**src/rtl/lf_gap_pkg.sv**
```systemverilog
package lf_gap_pkg;

   typedef enum logic [1:0] {
      TX_IDLE = 2'd0,
      TX_WAIT = 2'd1,
      TX_SEND = 2'd2
   } tx_state_e;

   typedef struct packed {
      logic valid;
      logic value;
   } sym_t;

endpackage

```
**src/rtl/lf_gap_timer.sv**
```systemverilog
module lf_gap_timer
   import lf_gap_pkg::*;
#(
   parameter int CNT_W   = 10,
   parameter int T0_MIN  = 15,
   parameter int T1_MIN  = 24,
   parameter int EOF_LIM = 40
) (
   input  logic             clk,
   input  logic             rst_n,
   input  logic             carrier_tick,
   input  logic             field_in,
   input  logic             rx_block,
   output sym_t             sym,
   output logic             eof_pulse,
   output logic [CNT_W-1:0] since_edge
);

   localparam logic [CNT_W-1:0] T0_C    = CNT_W'(T0_MIN);
   localparam logic [CNT_W-1:0] T1_C    = CNT_W'(T1_MIN);
   localparam logic [CNT_W-1:0] EOF_C   = CNT_W'(EOF_LIM);
   localparam logic [CNT_W-1:0] CNT_MAX = '1;
   localparam logic [CNT_W-1:0] CNT_ONE = CNT_W'(1);

   if (!(T0_MIN > 0 && T0_MIN < T1_MIN && T1_MIN <= EOF_LIM)) begin : g_bad_windows
      $error("lf_gap_timer: interval windows out of order");
   end
   if (EOF_LIM + 1 >= (2 ** CNT_W)) begin : g_bad_width
      $error("lf_gap_timer: CNT_W too small for EOF_LIM");
   end

   logic             field_q;
   logic             take_edge;
   logic [CNT_W-1:0] cnt_q;

   assign take_edge = field_in && !field_q && !rx_block;

   always_ff @(posedge clk) begin
      if (!rst_n) begin
         field_q <= 1'b0;
         cnt_q   <= CNT_MAX;
      end else begin
         field_q <= field_in;
         if (take_edge) begin
            cnt_q <= '0;
         end else if (carrier_tick && cnt_q != CNT_MAX) begin
            cnt_q <= cnt_q + CNT_ONE;
         end
      end
   end

   always_comb begin
      sym.valid  = take_edge && (cnt_q >= T0_C) && (cnt_q <= EOF_C);
      sym.value  = (cnt_q >= T1_C);
      eof_pulse  = carrier_tick && (cnt_q == EOF_C) && !take_edge;
      since_edge = cnt_q;
   end

endmodule

```
**src/rtl/lf_gap_rxbuf.sv**
```systemverilog
module lf_gap_rxbuf
   import lf_gap_pkg::*;
#(
   parameter int FRAME_BITS = 64,
   parameter int LEN_W      = 8
) (
   input  logic                  clk,
   input  logic                  rst_n,
   input  sym_t                  sym,
   input  logic                  eof_pulse,
   output logic [FRAME_BITS-1:0] rx_frame,
   output logic [LEN_W-1:0]      rx_len,
   output logic                  rx_valid
);

   localparam logic [LEN_W-1:0] LEN_MAX = '1;
   localparam logic [LEN_W-1:0] LEN_ONE = LEN_W'(1);

   if (FRAME_BITS < 1 || FRAME_BITS + 1 > (2 ** LEN_W) - 1) begin : g_bad_len
      $error("lf_gap_rxbuf: LEN_W too small for FRAME_BITS");
   end

   logic [FRAME_BITS-1:0] buf_q;
   logic [FRAME_BITS-1:0] wr_en;
   logic [LEN_W-1:0]      pos_q;

   for (genvar b = 0; b < FRAME_BITS; b++) begin : g_wr
      assign wr_en[b] = sym.valid && (pos_q == LEN_W'(FRAME_BITS - 1 - b));
   end

   always_ff @(posedge clk) begin
      if (!rst_n) begin
         buf_q    <= '0;
         pos_q    <= '0;
         rx_frame <= '0;
         rx_len   <= '0;
         rx_valid <= 1'b0;
      end else begin
         rx_valid <= 1'b0;
         if (eof_pulse) begin
            if (pos_q != '0) begin
               rx_frame <= buf_q;
               rx_len   <= pos_q;
               rx_valid <= 1'b1;
            end
            buf_q <= '0;
            pos_q <= '0;
         end else if (sym.valid) begin
            for (int b = 0; b < FRAME_BITS; b++) begin
               if (wr_en[b]) buf_q[b] <= sym.value;
            end
            if (pos_q != LEN_MAX) pos_q <= pos_q + LEN_ONE;
         end
      end
   end

   assert_handoff_nonempty_R5: assert property (@(posedge clk) disable iff (!rst_n)
      rx_valid |-> (rx_len != '0));

   assert_handoff_single_R5: assert property (@(posedge clk) disable iff (!rst_n)
      rx_valid |=> !rx_valid);

endmodule

```
**src/rtl/lf_gap_mtx.sv**
```systemverilog
module lf_gap_mtx
   import lf_gap_pkg::*;
#(
   parameter int FRAME_BITS = 64,
   parameter int LEN_W      = 8,
   parameter int CNT_W      = 10,
   parameter int GAP_ADJ    = 8,
   parameter int HALF       = 15,
   parameter int BIT_T      = 31
) (
   input  logic                  clk,
   input  logic                  rst_n,
   input  logic                  carrier_tick,
   input  logic                  tx_start,
   input  logic [FRAME_BITS-1:0] tx_frame,
   input  logic [LEN_W-1:0]      tx_len,
   input  logic [CNT_W-1:0]      fdt,
   input  logic [CNT_W-1:0]      since_edge,
   output logic                  load_out,
   output logic                  busy
);

   localparam int PH_W = $clog2(BIT_T);
   localparam logic [PH_W-1:0]  PH_MID  = PH_W'(HALF - 1);
   localparam logic [PH_W-1:0]  PH_LAST = PH_W'(BIT_T - 1);
   localparam logic [PH_W-1:0]  PH_ONE  = PH_W'(1);
   localparam logic [LEN_W-1:0] FB_C    = LEN_W'(FRAME_BITS);
   localparam logic [LEN_W-1:0] LEN_ONE = LEN_W'(1);
   localparam logic [CNT_W-1:0] GAP_C   = CNT_W'(GAP_ADJ);

   if (!(HALF > 0 && HALF < BIT_T && BIT_T > 1)) begin : g_bad_bit
      $error("lf_gap_mtx: Manchester half must lie inside the bit");
   end
   if (GAP_ADJ >= (2 ** CNT_W)) begin : g_bad_gap
      $error("lf_gap_mtx: GAP_ADJ does not fit CNT_W");
   end

   tx_state_e             state_q;
   logic [FRAME_BITS-1:0] sh_q;
   logic [LEN_W-1:0]      nb_q;
   logic [LEN_W-1:0]      idx_q;
   logic [PH_W-1:0]       ph_q;
   logic                  bit_q;
   logic                  load_q;
   logic [CNT_W-1:0]      trig;
   logic [LEN_W-1:0]      len_cap;
   logic                  go;

   always_comb begin
      trig    = (fdt > GAP_C) ? (fdt - GAP_C) : '0;
      len_cap = (tx_len > FB_C) ? FB_C : tx_len;
      go      = (state_q == TX_WAIT) && (since_edge >= trig);
   end

   always_ff @(posedge clk) begin
      if (!rst_n) begin
         state_q <= TX_IDLE;
         sh_q    <= '0;
         nb_q    <= '0;
         idx_q   <= '0;
         ph_q    <= '0;
         bit_q   <= 1'b0;
         load_q  <= 1'b0;
      end else begin
         case (state_q)
            TX_IDLE: begin
               if (tx_start) begin
                  sh_q    <= tx_frame;
                  nb_q    <= len_cap + LEN_ONE;
                  state_q <= TX_WAIT;
               end
            end
            TX_WAIT: begin
               if (go) begin
                  state_q <= TX_SEND;
                  idx_q   <= '0;
                  ph_q    <= '0;
                  bit_q   <= 1'b1;
                  load_q  <= 1'b1;
               end
            end
            TX_SEND: begin
               if (carrier_tick) begin
                  if (ph_q == PH_LAST) begin
                     ph_q <= '0;
                     if (idx_q + LEN_ONE == nb_q) begin
                        state_q <= TX_IDLE;
                        load_q  <= 1'b0;
                     end else begin
                        idx_q  <= idx_q + LEN_ONE;
                        bit_q  <= sh_q[FRAME_BITS-1];
                        load_q <= sh_q[FRAME_BITS-1];
                        sh_q   <= {sh_q[FRAME_BITS-2:0], 1'b0};
                     end
                  end else begin
                     ph_q <= ph_q + PH_ONE;
                     if (ph_q == PH_MID) load_q <= ~bit_q;
                  end
               end
            end
            default: state_q <= TX_IDLE;
         endcase
      end
   end

   assign load_out = load_q;
   assign busy     = (state_q == TX_SEND);

   assert_load_steps_on_tick_R10: assert property (@(posedge clk) disable iff (!rst_n)
      !$stable(load_q) |-> ($past(carrier_tick) || ($past(state_q) == TX_WAIT)));

   assert_load_off_outside_reply_R10: assert property (@(posedge clk) disable iff (!rst_n)
      (state_q != TX_SEND) |-> !load_q);

endmodule

```
**src/rtl/lf_gap_link.sv**
```systemverilog
module lf_gap_link
   import lf_gap_pkg::*;
#(
   parameter int FRAME_BITS = 64,
   parameter int LEN_W      = 8,
   parameter int CNT_W      = 10,
   parameter int T0_MIN     = 15,
   parameter int T1_MIN     = 24,
   parameter int EOF_LIM    = 40,
   parameter int GAP_ADJ    = 8,
   parameter int HALF       = 15,
   parameter int BIT_T      = 31
) (
   input  logic                  clk,
   input  logic                  rst_n,
   input  logic                  carrier_tick,
   input  logic                  field_in,
   input  logic [FRAME_BITS-1:0] tx_frame,
   input  logic [LEN_W-1:0]      tx_len,
   input  logic                  tx_start,
   input  logic [CNT_W-1:0]      fdt,
   output logic [FRAME_BITS-1:0] rx_frame,
   output logic [LEN_W-1:0]      rx_len,
   output logic                  rx_valid,
   output logic                  load_out
);

   sym_t             sym;
   logic             eof_pulse;
   logic [CNT_W-1:0] since_edge;
   logic             tx_busy;

   lf_gap_timer #(
      .CNT_W  (CNT_W),
      .T0_MIN (T0_MIN),
      .T1_MIN (T1_MIN),
      .EOF_LIM(EOF_LIM)
   ) u_timer (
      .clk         (clk),
      .rst_n       (rst_n),
      .carrier_tick(carrier_tick),
      .field_in    (field_in),
      .rx_block    (tx_busy),
      .sym         (sym),
      .eof_pulse   (eof_pulse),
      .since_edge  (since_edge)
   );

   lf_gap_rxbuf #(
      .FRAME_BITS(FRAME_BITS),
      .LEN_W     (LEN_W)
   ) u_rxbuf (
      .clk      (clk),
      .rst_n    (rst_n),
      .sym      (sym),
      .eof_pulse(eof_pulse),
      .rx_frame (rx_frame),
      .rx_len   (rx_len),
      .rx_valid (rx_valid)
   );

   lf_gap_mtx #(
      .FRAME_BITS(FRAME_BITS),
      .LEN_W     (LEN_W),
      .CNT_W     (CNT_W),
      .GAP_ADJ   (GAP_ADJ),
      .HALF      (HALF),
      .BIT_T     (BIT_T)
   ) u_mtx (
      .clk         (clk),
      .rst_n       (rst_n),
      .carrier_tick(carrier_tick),
      .tx_start    (tx_start),
      .tx_frame    (tx_frame),
      .tx_len      (tx_len),
      .fdt         (fdt),
      .since_edge  (since_edge),
      .load_out    (load_out),
      .busy        (tx_busy)
   );

   assert_rx_quiet_in_reply_R11: assert property (@(posedge clk) disable iff (!rst_n)
      tx_busy |-> !sym.valid);

endmodule

```
**config.mk**
```make
export PLATFORM = sky130hd
export DESIGN_NAME = lf_gap_link
export DESIGN_NICKNAME = d
export VERILOG_FILES = /design/src/rtl/lf_gap_pkg.sv /design/src/rtl/lf_gap_timer.sv /design/src/rtl/lf_gap_rxbuf.sv /design/src/rtl/lf_gap_mtx.sv /design/src/rtl/lf_gap_link.sv
export SDC_FILE = /design/constraint.sdc
export NUM_CORES = 1
export LEC_CHECK = 0
export CAP_MARGIN = 20
export CORE_MARGIN = 3
export CORE_UTILIZATION = 45
export CTS_CLUSTER_SIZE = 20
export DETAILED_ROUTE_END_ITERATION = 16
export GPL_ROUTABILITY_DRIVEN = 0
export PLACE_DENSITY = 0.68
export SLEW_MARGIN = 20
export SYNTH_ARGS = -nofsm -noshare
export SYNTH_HDL_FRONTEND = slang
export SYNTH_SLANG_ARGS = --single-unit
```
**constraint.sdc**
```tcl
create_clock -name clk -period 7.93 [get_ports clk]
set_clock_uncertainty 0.1 [all_clocks]
set_input_delay 1.586 -clock clk [delete_from_list [all_inputs] [get_ports clk]]
set_output_delay 1.586 -clock clk [all_outputs]
set_load 0.02 [all_outputs]
```
# Word level (Yosys, flattened, before mapping)
# Cells that the tools add are included.
# classes
n_addsub,6
mul,0
n_div,0
n_lt_le_gt_ge,6
eq_ne,78
shifts,0
muxes,35
bitwise,2
n_reduce_logical,155
# op_table
cell,n
"8-bit by 6-bit equality test with 1-bit output, second input constant",32
64-bit two-way mux,4
2-bit AND reduction,68
"8-bit by 5-bit equality test with 1-bit output, second input constant",16
64-bit one-hot mux with 2 select lines,1
1-bit logical AND,72
"8-bit by 4-bit equality test with 1-bit output, second input constant",8
8-bit two-way mux,5
"8-bit by 3-bit equality test with 1-bit output, second input constant",4
10-bit two-way mux,3
"8-bit by 1-bit adder with 8-bit output, second input constant",3
"8-bit by 2-bit equality test with 1-bit output, second input constant",2
8-bit one-hot mux with 2 select lines,1
5-bit two-way mux,3
5-bit AND reduction,3
"10-bit by 1-bit adder with 10-bit output, second input constant",1
"10-bit by 6-bit equality test with 1-bit output, second input constant",1
10-bit greater-or-equal comparator,1
"10-bit by 4-bit greater-or-equal comparator with 1-bit output, second input constant",1
"10-bit by 5-bit greater-or-equal comparator with 1-bit output, second input constant",1
"10-bit by 4-bit greater-than comparator with 1-bit output, second input constant",1
"10-bit by 6-bit <= comparator with 1-bit output, second input constant",1
2-bit two-way mux,5
"10-bit != test, second input constant",1
26 further kinds,44
# totals
ff_bits,245
latchBits,0
ram_bits,0
romBits,0
inputBits,87
out_inout_bits,74
word_cells,359
mem_count,0

# Longest topological paths before layout
# Gate-level depths: netlist of run 1.
# depth
depth_word,7
ltp_mapped,14

# Hierarchy
# Synthesis of run 1 repeated with hierarchy kept, for this count alone.
# unflattened
cells_unflattened,1366
area_unflattened_um2,12186.7
# modules_own_cells
mod,instances,cells_each,area_each_um2,seq_area_each_um2
lf_gap_rxbuf,1,719,6236.0,2902.8
lf_gap_mtx,1,572,5273.8,1781.7
lf_gap_timer,1,75,676.9,220.2

# Worst setup path after synthesis of run 1
# Ideal clock, no wire load.
# synth_path
path_kind,in2reg
from,input port fdt[7]
to,register u_mtx.ph_q[3]
setup_time_ns,0.070
t_arrival_ns,4.108
path_slack_ns,3.652
path_stages,12
n_path_buf,1
cell_sequence,or4_1 > nor3_1 > o21ai_1 > and2_1 > ha_1 > nor2_1 > a21oi_1 > o41ai_1 > a22oi_1 > clkbuf_1 > a21bo_2 > a21oi_1
# synth_between
elab_chain_len,6
word_cells_on_any_way,7
classes_between,1 x add/sub; 2 x order compare; 1 x eq/ne; 1 x mux; 2 x reduce/logical
# synth_lines
element,line,text
"start, declared",lf_gap_link.sv:21,"input logic [CNT_W-1:0] fdt,"
10-bit by 4-bit subtractor with 10-bit output or 10-bit by 4-bit greater-than comparator with 1-bit output (tied branches),lf_gap_mtx.sv:50,trig = (fdt > GAP_C) ? (fdt - GAP_C) : '0;
10-bit two-way mux (*),lf_gap_mtx.sv:50,
10-bit greater-or-equal comparator (*),lf_gap_mtx.sv:52,go = (state_q == TX_WAIT) && (since_edge >= trig);
1-bit logical AND (*),lf_gap_mtx.sv:52,
2-bit by 1-bit != test with 1-bit output (no source line) (*),--,
3-bit AND reduction (no source line) (*),--,
"end signal, assigned",lf_gap_mtx.sv:96,ph_q <= ph_q + PH_ONE;
"end, declared",lf_gap_mtx.sv:42,logic [PH_W-1:0] ph_q;
# Mark *: on every way between the ends. The rest lies on a longest branch, timed or not.
# A chain may end at the register's enable or synchronous reset.

# Worst setup path in the final report of run 1
# layout_path
from,input port fdt[7]
to,register u_mtx.bit_q
# layout_between
elab_chain_len,6
word_cells_on_any_way,7
classes_between,1 x add/sub; 2 x order compare; 1 x eq/ne; 1 x mux; 2 x reduce/logical
# layout_lines
element,line,text
10-bit by 4-bit subtractor with 10-bit output or 10-bit by 4-bit greater-than comparator with 1-bit output (tied branches),lf_gap_mtx.sv:50,
10-bit two-way mux (*),lf_gap_mtx.sv:50,
10-bit greater-or-equal comparator (*),lf_gap_mtx.sv:52,
1-bit logical AND (*),lf_gap_mtx.sv:52,
2-bit by 1-bit != test with 1-bit output (no source line) (*),--,
5-bit AND reduction (no source line) (*),--,
"end signal, assigned",lf_gap_mtx.sv:91,bit_q <= sh_q[FRAME_BITS-1];
"end, declared",lf_gap_mtx.sv:43,logic bit_q;
# Marked as above.

==> out/qor.yml, run 1 <==
run_status:
  status: "finished, final reports clean"
drt:
  drt-wirelength-per-cell_um: 16.9
  drt_iter0_markers: 884
  detail_route.first_pass.iterations: 5
  post-route-drc-count: 0
  wirelength_mm: 28.5
  drt-vias-per-instance: 5.57
  antenna_left: 0
  vias: 9419
sta:
  worst_slack_ns: 2.96
  max_freq_mhz: 201
  timing_worst_slew_pin_value_ns: 1.05
  fin_crit_ns: 4.97
  drv_slew: 0
  timing.final.setup_violations: 0
  timing.slew.headroom_pct: 29.7
  grt_setup_unrepaired: "false"
  fin_tns_setup_ns: 0
  timing_hold_violations_final: 0
  final_cycle_utilization_of_the_critical_path_pct: 62.7
power:
  sequential_fraction_of_design_power_pct: 44.8
  power-per-cell-area_nw_per_um2: 218
  irDropWorstVdd_uv: 136
  leakagePower_nw: 5.03
  total_switching_power_mw: 0.779
  power_frac_comb_pct: 14.0
  pwr-share-clk_pct: 41.2
  power_report.internal_total_mw: 2.23
  sw_frac_of_total_pct: 25.9
worst_setup_path:
  timing.critical_path.fanout_max: 12
  critical_path.cell_chain: "clkdlybuf4s50_1, or4_1, nor3_1, o21ai_1, and2_1, ha_1, nor2_1, a21oi_1, o41ai_1, a22oi_1, and3_1, a211oi_1"
  cp-endpoint: "u_mtx.bit_q$_SDFFE_PN0P_"
  r2r.worst_path.cells: 8
  cp-end-kind: "flop"
  timing.setup.critical_path_class: "in -> reg"
  worst-r2r-setup-slack_ns: 4.18
  cpPeakStageDelay_ns: 0.76
  setup_crit_start: "fdt[7]"
  timing.critical_path.arrival_ns: 5.24
  worstReg2RegEnd: "u_mtx.sh_q[21]$_SDFFE_PN0P_"
  worstSetupStartpointType: "input port"
  critical_path.slowest_cell: "sky130_fd_sc_hd__a22oi_1"
  required_ns: 8.20
  regToRegStartpoint: "u_mtx.idx_q[0]$_SDFFE_PN0P_"
clock_network:
  tritoncts: "built"
  clk_pin_slew_worst_paths_ns: 0.06
  clock_sink_count: 245
  cts.root.buffer_cell: "sky130_fd_sc_hd__clkbuf_16"
  post_cts_buffers: 0
  clock_latency_reported_for_the_late_side_of_the_worst_skew_pair_ns: 0.53
  htree_num_levels: 1
  post_cts_resized: 0
  clock_buffer_count_from_cts: 26
  ctsLongestPathBuffers: 3
  cts.hold.buffers_added: 0
synth:
  synth_area_per_cell_um2: 8.93
  synth.top_cell.area_share_pct: 43.7
  simple_gate_portion_of_the_synthesized_area_pct: 15.1
  netlist_top_cells_area: "sky130_fd_sc_hd__dfxtp_1, sky130_fd_sc_hd__a21oi_1, sky130_fd_sc_hd__nand2_1"
  ys.warnings.count: 0
  post_synthesis_xor_xnor_area_fraction_pct: 2.11
  synth_nets: 1364
  synthDistinctLibCells: 57
  ys_seq_area_share_pct: 43.7
  asyncSetResetFlopFracSynth_pct: 0
  postSynthCellCount: 1256
  synth-seq-cells: 245
  synth_top_family_by_area: "compound AO/OA/AOI/OAI gates"
  synth_flop_type: "sky130_fd_sc_hd__dfxtp_1"
  muxShareOfSynthArea_pct: 6.78
  synth-edff-count: 0
  fraction_of_the_mapped_netlist_area_in_compound_gates_pct: 25.2
  synth.largest_area_cell: "sky130_fd_sc_hd__dfxtp_1"
  adder_cell_share_of_the_synthesized_area_pct: 2.34
  post_synthesis_instance_area_um2: 11200
placed_design:
  placement.setup.worst_slack_ns: 2.43
  io_buffers: 160
  dp.final_hpwl_mm: 18.0
layout:
  fraction_of_final_layout_cells_with_drive_strength_greater_than_1_pct: 9.43
  final_nets: 1456
  area.growth.synth_to_final_pct: 22.8
  n_antenna_cell: 0
floorplanning:
  rows: 57
  floorplan.core_area_um2: 24400
  die_width_um: 164
  die_height_um: 164
  floorplan.initialDensity_pct: 46.0
  io_pins: 161
  die-area_um2: 26900
global_route:
  antenna_violations_before_repair: 0
  grt_max_degree: 86
  number_of_global_route_vias_before_repair: 8894
  globalRouteTotalUtil_pct: 20.5
  wire_length_of_the_first_global_routing_pass_mm: 46.0
  globalRoute.totalOverflow: 0
worst_hold_path:
  holdCritPathClass: "reg -> reg"
flow_run:
  cap_viol_max_count: 0
[layer usage]
metal	vias to the layer above	global-route usage (%)	wire length [um]
met2	244	32.8	12800
met4	0	4.88	554
met5	-	0	0
met1	4398	28.8	13400
met3	38	3.91	1750
li1	4739	-	-
[how the worst min path moves through the flow]
stage	start	to	slack, ns	depth (start not counted)
after global routing	u_rxbuf.rx_frame[63]$_SDFFE_PN0P_	u_rxbuf.rx_frame[63]$_SDFFE_PN0P_	0.37	2
after floorplan	u_mtx.sh_q[0]$_SDFFE_PN0P_	u_mtx.sh_q[0]$_SDFFE_PN0P_	0.33	2
after global placement	u_rxbuf.rx_frame[54]$_SDFFE_PN0P_	u_rxbuf.rx_frame[54]$_SDFFE_PN0P_	0.34	2
final	u_rxbuf.rx_frame[54]$_SDFFE_PN0P_	u_rxbuf.rx_frame[54]$_SDFFE_PN0P_	0.35	2
after CTS	u_rxbuf.rx_frame[54]$_SDFFE_PN0P_	u_rxbuf.rx_frame[54]$_SDFFE_PN0P_	0.35	2
after detailed placement	u_rxbuf.rx_frame[54]$_SDFFE_PN0P_	u_rxbuf.rx_frame[54]$_SDFFE_PN0P_	0.34	2
[power by group through the flow]
stage          combinational [mW]  clock (mW)  sequential (mW)
6_report                    0.420        1.24             1.35
5_1_grt                     0.467        1.32             1.36
4_1_cts                     0.423        1.27             1.35
3_5_place_dp                0.422           0             1.37
3_3_place_gp                0.413           0             1.37
2_1_floorplan               0.329           0             1.36
[cell usage in the layout, fill, tap and decap left out, drive strengths merged, types with 12 or more instances in the layout]
| cell type | netlist | layout |
|---|---|---|
| clkdlybuf4s50 | 0 | 160 |
| nor3 | 17 | 17 |
| o211ai | 60 | 60 |
| inv | 15 | 15 |
| ha | 21 | 21 |
| and3 | 14 | 14 |
| xnor2 | 12 | 12 |
| a21oi | 158 | 158 |
| nand3 | 41 | 41 |
| a211oi | 68 | 68 |
| mux2i | 76 | 76 |
| nand2 | 205 | 205 |
| o31ai | 59 | 59 |
| nor2 | 33 | 33 |
| xor2 | 15 | 15 |
| clkbuf | 87 | 35 |
| dfxtp | 245 | 245 |
| o21ai | 22 | 22 |
| buf | 21 | 12 |
[critical path: cells and delay by family]
kind                       cells  cell delay, ns
AOI/OAI and AO/OA              5            1.43
and+or+nand+nor                5            1.50
buffers and inverters          1            0.45
adders and majority gates      1            0.27
[registers in the layout, summed over array words and instances, names as in the netlist]
| name | count |
|---|---|
| u_rxbuf.rx_len | 8 |
| u_mtx.idx_q | 8 |
| u_timer.field_q | 1 |
| u_rxbuf.pos_q | 8 |
| u_mtx.ph_q | 5 |
| u_mtx.bit_q | 1 |
| u_rxbuf.rx_frame | 64 |
| u_mtx.nb_q | 8 |
| u_rxbuf.rx_valid | 1 |
| u_mtx.sh_q | 64 |
| u_timer.since_edge | 10 |
| u_mtx.load_out | 1 |
| u_mtx.state_q | 2 |
| u_rxbuf.buf_q | 64 |
[synthesized netlist by cell type, drive strengths merged (2+ instances only)]
cell type / instances
nor3b: 3
nor4: 9
o211ai: 60
xor2: 15
ha: 21
nand4b: 2
nand4: 9
nand2b: 11
xnor2: 12
clkbuf: 87
a31oi: 6
or2: 2
o21a: 2
buf: 21
a21boi: 2
and2: 8
dfxtp: 245
mux2i: 76
nor2: 33
nand3b: 3
a2111oi: 2
a211oi: 68
nand3: 41
and4b: 2
inv: 15
nor2b: 5
nor4b: 3
and3: 14
o21ai: 22
a21oi: 158
nor3: 17
o31ai: 59
nand2: 205
or4: 4
[per-stage QoR]
| step | std cells | hold slack [ns] | power [mW] | area [um2] | util, % |
|---|---|---|---|---|---|
| after floorplan | 1256 | 0.328 | 1.69 | 11200 | - |
| after global placement | 1643 | 0.338 | 1.79 | 12900 | 52.8 |
| after detailed placement | 1643 | 0.344 | 1.80 | 12900 | 52.8 |
| after CTS | 1691 | 0.351 | 3.04 | 13700 | 56.4 |
| after global routing | 1692 | 0.366 | 3.15 | 13800 | 56.5 |
| final | 1692 | 0.347 | 3.01 | 13800 | 56.5 |
[kinds of logic (layout without fill, tap and decap cells)]
group / after synthesis / count (layout)
DFF: 245 / 245
and+or+nand+nor: 371 / 371
buffers and inverters: 123 / 235
adders and majority gates: 21 / 21
AOI/OAI and AO/OA: 393 / 393
muxes: 76 / 76
xor gates and xnor gates: 27 / 27
[area by class of cell]
class,instances,area (um2)
clock inverter,13,154
fill,2197,10600
multi-input combinational,888,5820
clock buffer,35,724
timing repair buffer,172,1700
inverter,15,61.3
sequential,245,4900
tap,324,405
Power figures use the tool's default switching activity.
==> run 2: changes to the inputs <==
--- a/config.mk
+++ b/config.mk
@@ -11,7 +11,7 @@
 export CTS_CLUSTER_SIZE = 20
 export DETAILED_ROUTE_END_ITERATION = 16
 export GPL_ROUTABILITY_DRIVEN = 0
-export PLACE_DENSITY = 0.68
+export PLACE_DENSITY = 0.71
 export SLEW_MARGIN = 20
 export SYNTH_ARGS = -nofsm -noshare
 export SYNTH_HDL_FRONTEND = slang
==> constraint.sdc (replaced) <==
create_clock -name clk -period 4.17 [get_ports clk]
set_clock_uncertainty 0.1 [all_clocks]
set_input_delay 0.834 -clock clk [delete_from_list [all_inputs] [get_ports clk]]
set_output_delay 0.834 -clock clk [all_outputs]
set_load 0.02 [all_outputs]
==> run 2 against run 1 <==
Net effect:
- flip-flop and latch count did not move
- core utilization up 0.76 points
- final cell count increased by 1.0%
==> out/qor.yml, run 2 (same netlist as run 1, synthesis figures left out) <==
worst_hold_path:
  timing.hold.worst_endpoint: "u_rxbuf.rx_frame[37]$_SDFFE_PN0P_"
  min_delay_path_depth: 2  # unchanged
  hp-start: "u_rxbuf.rx_frame[37]$_SDFFE_PN0P_"
  holdCritPathClass: "reg -> reg"
worst_setup_path:
  required_ns: 4.52  # -3.68 ns
  timing.setup.critical_path_class: "in -> reg"
  critical_path.cell_chain: "clkdlybuf4s50_1, or4_1, nor3_1, o21ai_1, and2_1, ha_1, nor2_1, a21oi_1, o41ai_1, buf_4, a22oi_1, and3_1, a211oi_1"
  worst-r2r-setup-slack_ns: 1.03  # -3.15 ns
  cp-end-kind: "flop"
  worstReg2RegEnd: "u_mtx.idx_q[1]$_SDFFE_PN0P_"
  r2r.worst_path.cells: 8  # unchanged
  timing.critical_path.fanout_max: 8  # -4
  worstSetupStartpointType: "input port"
  critical_path.slowest_cell: "sky130_fd_sc_hd__or4_1"
  cpPeakStageDelay_ns: 0.54  # -0.22 ns
  regToRegStartpoint: "u_mtx.idx_q[0]$_SDFFE_PN0P_"
  timing.critical_path.arrival_ns: 4.01  # -1.23 ns
drt:
  drt-vias-per-instance: 5.65  # +1.5%
  antenna_left: 0  # unchanged
  drt_iter0_markers: 697  # -21%
  drt-wirelength-per-cell_um: 16.6  # -1.6%
  post-route-drc-count: 0  # unchanged
  detail_route.first_pass.iterations: 7  # +2
  vias: 9654  # +2.5%
  wirelength_mm: 28.4  # -0.61%
floorplanning:
  die_height_um: 164  # unchanged
  rows: 57  # unchanged
  floorplan.core_area_um2: 24400  # unchanged
  die_width_um: 164  # unchanged
  floorplan.initialDensity_pct: 46.0  # unchanged
  io_pins: 161  # unchanged
  die-area_um2: 26900  # unchanged
run_status:
  status: "finished, final reports clean"
sta:
  timing.slew.headroom_pct: 28.9  # -0.89 points
  grt_setup_unrepaired: "false"
  drv_slew: 0  # unchanged
  fin_crit_ns: 3.67
  final_cycle_utilization_of_the_critical_path_pct: 87.9
  worst_slack_ns: 0.505  # -2.45 ns
  max_freq_mhz: 273
  timing.final.setup_violations: 0  # unchanged
  timing_worst_slew_pin_value_ns: 1.06  # +0.0104 ns
  timing_hold_violations_final: 0  # unchanged
clock_network:
  clock_latency_reported_for_the_late_side_of_the_worst_skew_pair_ns: 0.55  # +0.02 ns
  htree_num_levels: 1  # unchanged
  post_cts_buffers: 0  # unchanged
  tritoncts: "built"
  cts.hold.buffers_added: 0  # unchanged
  ctsLongestPathBuffers: 3  # unchanged
  clk_pin_slew_worst_paths_ns: 0.06  # about the same
  cts.root.buffer_cell: "sky130_fd_sc_hd__clkbuf_16"
  post_cts_resized: 0  # unchanged
  clock_buffer_count_from_cts: 27  # +3.8%
  clock_sink_count: 245  # unchanged
placed_design:
  post-place-cells: 1661  # +1.1%
  io_buffers: 160  # unchanged
  dp.final_hpwl_mm: 18.4  # +2.5%
  placement.setup.worst_slack_ns: -0.0545  # -2.48 ns
  area_of_placed_instances_um2: 13100  # +1.4%
layout:
  layout.cells.most_common: "sky130_fd_sc_hd__dfxtp_1"
  area.growth.synth_to_final_pct: 24.4
  reg.largest.list: "u_mtx.sh_q (64), u_rxbuf.buf_q (64), u_rxbuf.rx_frame (64)"
  finalNonFillerCells: 1709  # +1.0%
  highest_count_cells_in_the_layout_ignoring_fill_and_taps: "sky130_fd_sc_hd__dfxtp_1, sky130_fd_sc_hd__nand2_1, sky130_fd_sc_hd__clkdlybuf4s50_1"
  n_antenna_cell: 0  # unchanged
  final_nets: 1476  # +1.4%
  final_design_area_no_fill_um2: 14000  # +1.4%
  fraction_of_final_layout_cells_with_drive_strength_greater_than_1_pct: 10.6  # +1.2 points
power:
  leakagePower_nw: 5.14  # +2.2%
  irDropWorstVdd_uv: 310  # +130%
  power-per-cell-area_nw_per_um2: 407  # +86%
flow_run:
  cap_viol_max_count: 0  # unchanged
global_route:
  antenna_violations_before_repair: 0  # unchanged
  wire_length_of_the_first_global_routing_pass_mm: 46.0  # about the same
  number_of_global_route_vias_before_repair: 9268  # +4.2%
  grt_max_degree: 74  # -14%
  globalRouteTotalUtil_pct: 20.4  # -0.079 points
  globalRoute.totalOverflow: 0  # unchanged
==> run 2: cell types whose count changed in the layout (fill, tap and decap cells not counted), sizes merged <==
cell | previous run | this run
clkinv | 9 | 5
clkinvlp | 1 | 0
clkbuf | 35 | 39
buf | 12 | 31
bufinv | 3 | 0
inv | 15 | 17
==> run 2: worst max-delay path by stage <==
stage,startpoint,to,cells after the start
after global placement,fdt[7],u_mtx.idx_q[1]$_SDFFE_PN0P_,13
after CTS,fdt[8],u_mtx.bit_q$_SDFFE_PN0P_,13
after floorplan,fdt[7],u_mtx.ph_q[3]$_SDFFE_PN0P_,12
final,fdt[8],u_mtx.bit_q$_SDFFE_PN0P_,13
after detailed placement,fdt[8],u_mtx.bit_q$_SDFFE_PN0P_,13
after global routing,fdt[7],u_mtx.idx_q[6]$_SDFFE_PN0P_,14
==> run 2: metrics by stage <==
step,setup TNS (ns),hold WS [ns],power (mW),util (%)
detailed placement,-0.131,0.342,3.45,53.5
global route,0,0.372,5.94,57.2
floorplan,0,0.328,3.22,-
CTS,0,0.353,5.75,57.0
global placement,0,0.340,3.42,53.5
finish,0,0.350,5.68,57.2
==> run 2: layout make-up <==
| cell class | instances | area [um2] |
|---|---|---|
| Timing Repair Buffer | 191 | 1910 |
| Tap cell | 324 | 405 |
| Clock buffer | 39 | 801 |
| Sequential cell | 245 | 4900 |
| Clock inverter | 7 | 53.8 |
| Inverter | 15 | 61.3 |
| Multi-Input combinational cell | 888 | 5820 |
| Fill cell | 2201 | 10400 |
==> run 2: metal layers <==
| layer | track usage, % | wire length [um] | vias up | share of wire, % |
|---|---|---|---|---|
| li1 | - | - | 4793 | - |
| met4 | 6.11 | 664 | 0 | 2.3 |
| met3 | 3.98 | 1750 | 48 | 6.2 |
| met2 | 33.7 | 13000 | 243 | 46 |
| met1 | 27.3 | 12900 | 4570 | 45 |
| met5 | 0 | 0 | - | 0 |
==> run 2: critical path, delay by kind of cell <==
family	cells	cell delay (ns)
AO/OA/AOI/OAI	5	0.99
adder cells (fa/ha/maj)	1	0.26
buffers and inverters	2	0.60
AND/OR/NAND/NOR	5	1.34
==> run 2: where the power goes <==
group	total (mW)	switching [mW]	leakage [nW]	internal (mW)
sequential	2.57	0.0922	1.99	2.47
clock	2.28	0.953	0.429	1.33
combinational	0.834	0.448	2.72	0.386
total	5.68	1.49	5.14	4.19
